$ cat config.mk
export PLATFORM = sky130hd
export DESIGN_NAME = clkctl_top
export DESIGN_NICKNAME = d
export VERILOG_FILES = /design/src/rtl/clkctl_pkg.sv /design/src/rtl/clkctl_wfilter.sv /design/src/rtl/clkctl_store.sv /design/src/rtl/clkctl_outmux.sv /design/src/rtl/clkctl_top.sv
export SDC_FILE = /design/constraint.sdc
export NUM_CORES = 1
export LEC_CHECK = 0
export BUFFER_PORTS_ARGS = -buffer_cell sky130_fd_sc_hd__buf_2
export CAP_MARGIN = 20
export CORE_MARGIN = 10
export CORE_UTILIZATION = 30
export DETAILED_ROUTE_END_ITERATION = 10
export MAX_ROUTING_LAYER = met4
export SLEW_MARGIN = 5
export SYNTH_ARGS = -nofsm -noshare
export SYNTH_HDL_FRONTEND = slang
export SYNTH_HIERARCHICAL = 1
export SYNTH_SLANG_ARGS = --single-unit
$ cat constraint.sdc
create_clock -name clk -period 2.6 [get_ports clk]
set_clock_uncertainty 0.1 [all_clocks]
set_input_delay 0.26 -clock clk [delete_from_list [all_inputs] [get_ports clk]]
set_output_delay 0.26 -clock clk [all_outputs]
set_load 0.01 [all_outputs]
$ cat src/rtl/clkctl_pkg.sv
package clkctl_pkg;
   localparam int CW_W     = 8;
   localparam int B_PGATE  = 2;
   localparam int B_XDRV   = 3;
   localparam int B_XCEN   = 4;
   localparam int B_MSTOP  = 5;
   localparam int B_WDRST  = 6;
   localparam int B_CPUSUB = 7;
   localparam logic [CW_W-1:0] CW_RST = 8'h08;

   typedef enum logic [1:0] {
      OSEL_PORT = 2'b00,
      OSEL_FC   = 2'b01,
      OSEL_FA   = 2'b10,
      OSEL_FB   = 2'b11
   } osel_e;
endpackage

$ cat src/rtl/clkctl_wfilter.sv
module clkctl_wfilter
   import clkctl_pkg::*;
(
   input  logic [CW_W-1:0] cur,
   input  logic            wr_en,
   input  logic [CW_W-1:0] wr_data,
   input  logic            prot_en,
   input  logic            chg_lock,
   input  logic            oco_mode,
   input  logic            stop_entry,
   output logic [CW_W-1:0] nxt,
   output logic            force_div,
   output logic            conflict
);
   logic            acc;
   logic [CW_W-1:0] cand;
   logic            chg_src;
   logic            chg_osc;

   assign acc = wr_en & prot_en;

   always_comb begin
      cand = acc ? wr_data : cur;
      if (chg_lock) begin
         cand[B_PGATE]  = cur[B_PGATE];
         cand[B_MSTOP]  = cur[B_MSTOP];
         cand[B_CPUSUB] = cur[B_CPUSUB];
      end
      cand[B_WDRST] = cur[B_WDRST] | (acc & wr_data[B_WDRST]);
      chg_src  = cand[B_CPUSUB] ^ cur[B_CPUSUB];
      chg_osc  = (cand[B_XCEN] ^ cur[B_XCEN]) | (cand[B_MSTOP] ^ cur[B_MSTOP]);
      conflict = chg_src & chg_osc;
      if (conflict)
         cand[B_CPUSUB] = cur[B_CPUSUB];
      if (stop_entry)
         cand[B_XDRV] = 1'b1;
      nxt = cand;
   end

   assign force_div = acc & ~chg_lock & wr_data[B_MSTOP] & ~oco_mode;
endmodule

$ cat src/rtl/clkctl_store.sv
module clkctl_store
   import clkctl_pkg::*;
#(
   parameter int              DIV_W     = 5,
   parameter logic [DIV_W-1:0] DIV_RST   = 5'b01000,
   parameter logic [DIV_W-1:0] DIV_FORCE = 5'b01000
)(
   input  logic             clk,
   input  logic             rst_n,
   input  logic [CW_W-1:0]  nxt,
   input  logic             force_div,
   input  logic             conflict,
   input  logic             div_wr_en,
   input  logic             prot_en,
   input  logic [DIV_W-1:0] div_wr_data,
   output logic [CW_W-1:0]  cw_q,
   output logic [DIV_W-1:0] div_q,
   output logic             err_q
);
   always_ff @(posedge clk or negedge rst_n) begin
      if (!rst_n) begin
         cw_q  <= CW_RST;
         div_q <= DIV_RST;
         err_q <= 1'b0;
      end else begin
         cw_q <= nxt;
         if (conflict)
            err_q <= 1'b1;
         if (force_div)
            div_q <= DIV_FORCE;
         else if (div_wr_en && prot_en)
            div_q <= div_wr_data;
      end
   end
endmodule

$ cat src/rtl/clkctl_outmux.sv
module clkctl_outmux
   import clkctl_pkg::*;
#(
   parameter int FA_LOG2     = 3,
   parameter int FB_LOG2     = 5,
   parameter bit WRAP_SWITCH = 1'b1
)(
   input  logic       clk,
   input  logic       rst_n,
   input  logic [1:0] sel_req,
   input  logic       fc_in,
   output logic       clk_out
);
   localparam int CNT_W = FB_LOG2;

   logic [CNT_W-1:0] cnt;
   logic             wrap;
   osel_e            sel_act;

   assign wrap = &cnt;

   always_ff @(posedge clk or negedge rst_n) begin
      if (!rst_n)
         cnt <= '0;
      else
         cnt <= cnt + 1'b1;
   end

   generate
      if (WRAP_SWITCH) begin : g_wrap
         osel_e sel_q;
         always_ff @(posedge clk or negedge rst_n) begin
            if (!rst_n)
               sel_q <= OSEL_PORT;
            else if (wrap)
               sel_q <= osel_e'(sel_req);
         end
         assign sel_act = sel_q;
      end else begin : g_live
         logic unused_wrap;
         assign unused_wrap = wrap;
         assign sel_act = osel_e'(sel_req);
      end
   endgenerate

   always_comb begin
      unique case (sel_act)
         OSEL_PORT: clk_out = 1'b0;
         OSEL_FC:   clk_out = fc_in;
         OSEL_FA:   clk_out = cnt[FA_LOG2-1];
         OSEL_FB:   clk_out = cnt[FB_LOG2-1];
         default:   clk_out = 1'b0;
      endcase
   end
endmodule

$ cat src/rtl/clkctl_top.sv
module clkctl_top
   import clkctl_pkg::*;
#(
   parameter int               DIV_W       = 5,
   parameter logic [DIV_W-1:0] DIV_RST     = 5'b01000,
   parameter logic [DIV_W-1:0] DIV_FORCE   = 5'b01000,
   parameter int               FA_LOG2     = 3,
   parameter int               FB_LOG2     = 5,
   parameter bit               WRAP_SWITCH = 1'b1
)(
   input  logic             clk,
   input  logic             rst_n,
   input  logic             wr_en,
   input  logic [7:0]       wr_data,
   input  logic             prot_en,
   input  logic             chg_lock,
   input  logic             oco_mode,
   input  logic             stop_entry,
   input  logic             wait_mode,
   input  logic             div_wr_en,
   input  logic [DIV_W-1:0] div_wr_data,
   input  logic             fc_in,
   output logic [7:0]       rd_data,
   output logic [DIV_W-1:0] div_ratio,
   output logic             seq_err,
   output logic             clk_out,
   output logic             cpu_sub_sel,
   output logic             main_osc_run,
   output logic             xc_osc_en,
   output logic             xc_drive_hi,
   output logic             wdt_reset_mode,
   output logic             periph_run,
   output logic             fc32_run
);
   generate
      if (FA_LOG2 < 1 || FB_LOG2 <= FA_LOG2) begin : g_bad_taps
         $error("clkctl_top: output taps need 1 <= FA_LOG2 < FB_LOG2");
      end
      if (DIV_W < 1) begin : g_bad_div
         $error("clkctl_top: DIV_W must be positive");
      end
   endgenerate

   logic [CW_W-1:0] cw_q;
   logic [CW_W-1:0] cw_nxt;
   logic            force_div;
   logic            conflict;

   clkctl_wfilter u_filt (
      .cur        (cw_q),
      .wr_en      (wr_en),
      .wr_data    (wr_data),
      .prot_en    (prot_en),
      .chg_lock   (chg_lock),
      .oco_mode   (oco_mode),
      .stop_entry (stop_entry),
      .nxt        (cw_nxt),
      .force_div  (force_div),
      .conflict   (conflict)
   );

   clkctl_store #(
      .DIV_W     (DIV_W),
      .DIV_RST   (DIV_RST),
      .DIV_FORCE (DIV_FORCE)
   ) u_store (
      .clk         (clk),
      .rst_n       (rst_n),
      .nxt         (cw_nxt),
      .force_div   (force_div),
      .conflict    (conflict),
      .div_wr_en   (div_wr_en),
      .prot_en     (prot_en),
      .div_wr_data (div_wr_data),
      .cw_q        (cw_q),
      .div_q       (div_ratio),
      .err_q       (seq_err)
   );

   clkctl_outmux #(
      .FA_LOG2     (FA_LOG2),
      .FB_LOG2     (FB_LOG2),
      .WRAP_SWITCH (WRAP_SWITCH)
   ) u_omux (
      .clk     (clk),
      .rst_n   (rst_n),
      .sel_req (cw_q[1:0]),
      .fc_in   (fc_in),
      .clk_out (clk_out)
   );

   assign rd_data        = cw_q;
   assign cpu_sub_sel    = cw_q[B_CPUSUB];
   assign main_osc_run   = ~cw_q[B_MSTOP];
   assign xc_osc_en      = cw_q[B_XCEN];
   assign xc_drive_hi    = cw_q[B_XDRV];
   assign wdt_reset_mode = cw_q[B_WDRST];
   assign periph_run     = ~(wait_mode & cw_q[B_PGATE]);
   assign fc32_run       = 1'b1;
endmodule

==> results.cfg <==
[finish]
postLayoutCoreUtil_pct = 39.9
finalNetCount = 144
most_common_cell_after_layout_fill_and_taps_aside = buf_2
antennaDiodeCount = 0
final_cell_mix = buf_2 (43), dfrtp_1 (19), mux2_2 (5), nand3_1 (5)
num-fill-cells = 316
multiInputGateArea_sq_um = 377
register_area_sq_um = 528
final_layout_size_suffix_gt1_share_pct = 55.9
area_growth_syn_to_layout_pct = 26.7

[grt]
initial_antenna_violation_count = 0
globalRouteTotalUtil_pct = 7.58
grt_first_pass_wirelength_mm = 3.64
grt_pass1_vias = 787
grt_max_degree = 22
grt_remaining_overflow = 0

[worst_setup_path]
critical_path.endpoint_type = register
worst_ep_arrival_time_ns = 1.61
critical_path.startpoint = u_omux/cnt[0]
crit_path_start_kind = register
regToRegStartpoint = u_omux/cnt[0]
critPathMaxFanout = 3
cp_capture_point = u_omux/g_wrap.sel_q[1]
ff2ff_setup_slack_ns = 1.09
critPathKind = register to register
reg2reg_depth = 4
reg2reg_to = u_omux/g_wrap.sel_q[1]
crit_required_ns = 2.70

[placed_design]
hpwl_mm = 1.84
gp_routability_congestion = 0.700
port_buffers = 43
preCtsSetupSlack_ns = 1.04

[timing]
unrepaired_setup_endpoints_after_global_routing = false
final-setup-viol-count = 0
final.hold.worst_slack_ns = 0.0491
number_of_hold_violations_in_the_final_report = 0
achievable-frequency_mhz = 662
finalCritPeriodShare_pct = 58.1
fin_crit_ns = 1.51
fin_ws_ns = 1.09
finalSetupTns_ns = 0
finalMaxSlewViolations = 0

[logic_synthesis]
ys_warns = 6
synth.area.top_cells = dfrtp_1 (49%), mux2_2 (5.8%), dfstp_2 (5.4%)
share_of_the_synthesized_netlist_area_taken_by_xor_and_xnor_gates_pct = 4.52
synth_top_area_share_pct = 49.1
syn_inst = 76
netlist_area_sq_um = 968
yosys_most_used_dff = dfrtp_1
post_synth_and_or_nand_nor_area_fraction_pct = 9.69
async_reset_ff_share_pct = 100
number_of_synthesized_flops_with_an_enable_pin = 0
combinational_family_with_the_most_area_after_synthesis = multiplexers
synth_compound_area_share_pct = 10.3
synth_seq_cells = 21
postSynthAreaPerCell_sq_um = 12.7
mappedNetlistNets = 101
synthAdderAreaFrac_pct = 2.58
mux_contribution_to_synthesized_area_pct = 11.4
yosysTopAreaCell = dfrtp_1
ys_types = 28
yosysSeqAreaShare_pct = 54.5

[power]
power.static_leakage_nw = 0.599
fin_total_pwr_mw = 0.746
p_per_area_mw_per_mm2 = 608
worst_ir_drop_vdd_mv = 0.416

[floorplan]
die-width_um = 76.8
top_level_ports = 45
die_y_um = 76.8
floorplan.initialDensity_pct = 31.5
floorplan.rows = 20
area_of_the_die_sq_mm = 0.00590
core_area_sq_mm = 0.00308

[clocking]
clock_tree_root = clkbuf_4
buffer_depth_of_the_longest_clock_path = 2
tritoncts_num_sinks = 21
numCtsBuffers = 3
clock_latency_late_sink_ns = 0.30
cts.clk_slew.worst_paths_ns = 0.12
clock_tree_from_tritoncts = yes
htree_levels = 1

[route]
vias_per_cell = 4.34
drt-pass1-iter-count = 4
postRouteWirelength_mm = 2.23
detail_routed_net_length_per_standard_cell_um = 13.8
drtIter0Drc = 18
route.detailed.drc = 0
total_number_of_vias = 703
postRouteAntennaNets = 0

[worst_hold_path]
hp-class = input pin to register

[run_status]
outcome = finished, final reports clean

[job]
max_cap_viols = 0
critical path, cell delays in order, from the launching register on:
cell	delay (ns)
dfrtp_1	0.41
ha_1	0.22
and3_1	0.17
ha_1	0.20
mux2_1	0.32
synthesized netlist by cell type (all sizes together), types with 2 or more instances:
cell type,count
dfrtp,19
xnor2,2
xor2,3
mux2i,2
dfstp,2
buf,7
inv,2
nor2,2
a21bo,4
nand2,3
nand3,5
ha,2
a21oi,4
and3,2
mux2,8
nor4,2
stage by stage:
stage / instances / area [sq um]
CTS: 162 / 1230
global route: 162 / 1230
detailed placement: 157 / 1190
floorplan: 76 / 968
finish: 162 / 1230
global placement: 157 / 1190
logic make-up (layout without fill, tap and decap cells):
| kind of cell | count (synthesis) | after routing |
|---|---|---|
| other | 1 | 1 |
| xor gates and xnor gates | 5 | 5 |
| adders and majority gates | 2 | 2 |
| DFF | 21 | 21 |
| buffers and inverters | 9 | 51 |
| and+or+nand+nor | 16 | 16 |
| muxes | 10 | 10 |
| AOI/OAI and AO/OA | 12 | 12 |
routing by layer:
layer	up-vias	wire length, um	GRT usage (%)
li1	342	-	-
met1	330	1070	8.58
met3	0	144	3.85
met2	31	1020	12.2
met5	-	0	-
met4	0	0	0.558
sequential cells by signal, summed over array words and instances, names as in the netlist:
| register | cells |
|---|---|
| u_store/err_q | 1 |
| u_omux/g_wrap.sel_q | 2 |
| u_omux/cnt | 5 |
| u_store/cw_q | 8 |
| u_store/div_q | 5 |
final cells by class:
class | instances | area share [%]
clock inverters | 1 | 0.408
multi-input cells | 46 | 30.7
inverters | 2 | 0.612
well taps | 44 | 4.49
repair buffers | 45 | 19.0
flip-flops and latches | 21 | 43.0
clock buffers | 3 | 1.83
how the worst min path moves through the flow:
stage,startpoint,end,cells past startpoint
finish,stop_entry,u_store/cw_q[3],2
detailed placement,rst_n,u_store/cw_q[4],1
CTS,stop_entry,u_store/cw_q[3],2
floorplan,rst_n,u_omux/cnt[0],0
global route,stop_entry,u_store/cw_q[3],2
global placement,rst_n,u_store/cw_q[2],1
power breakdown:
group	total, mW	switching [mW]	internal (mW)
sequential	0.399	0.0308	0.369
clock	0.155	0.0973	0.0573
combinational	0.192	0.0955	0.0968
timing repair:
| action | CTS | global route |
|---|---|---|
| endpoints found under the hold margin | 19 | 0 |
| setup endpoints to repair | 0 | 0 |
| hold buffers | 1 | 0 |
| resized for setup | 0 | 0 |
| buffers inserted | 0 | 0 |
Power figures use the tool's default switching activity.
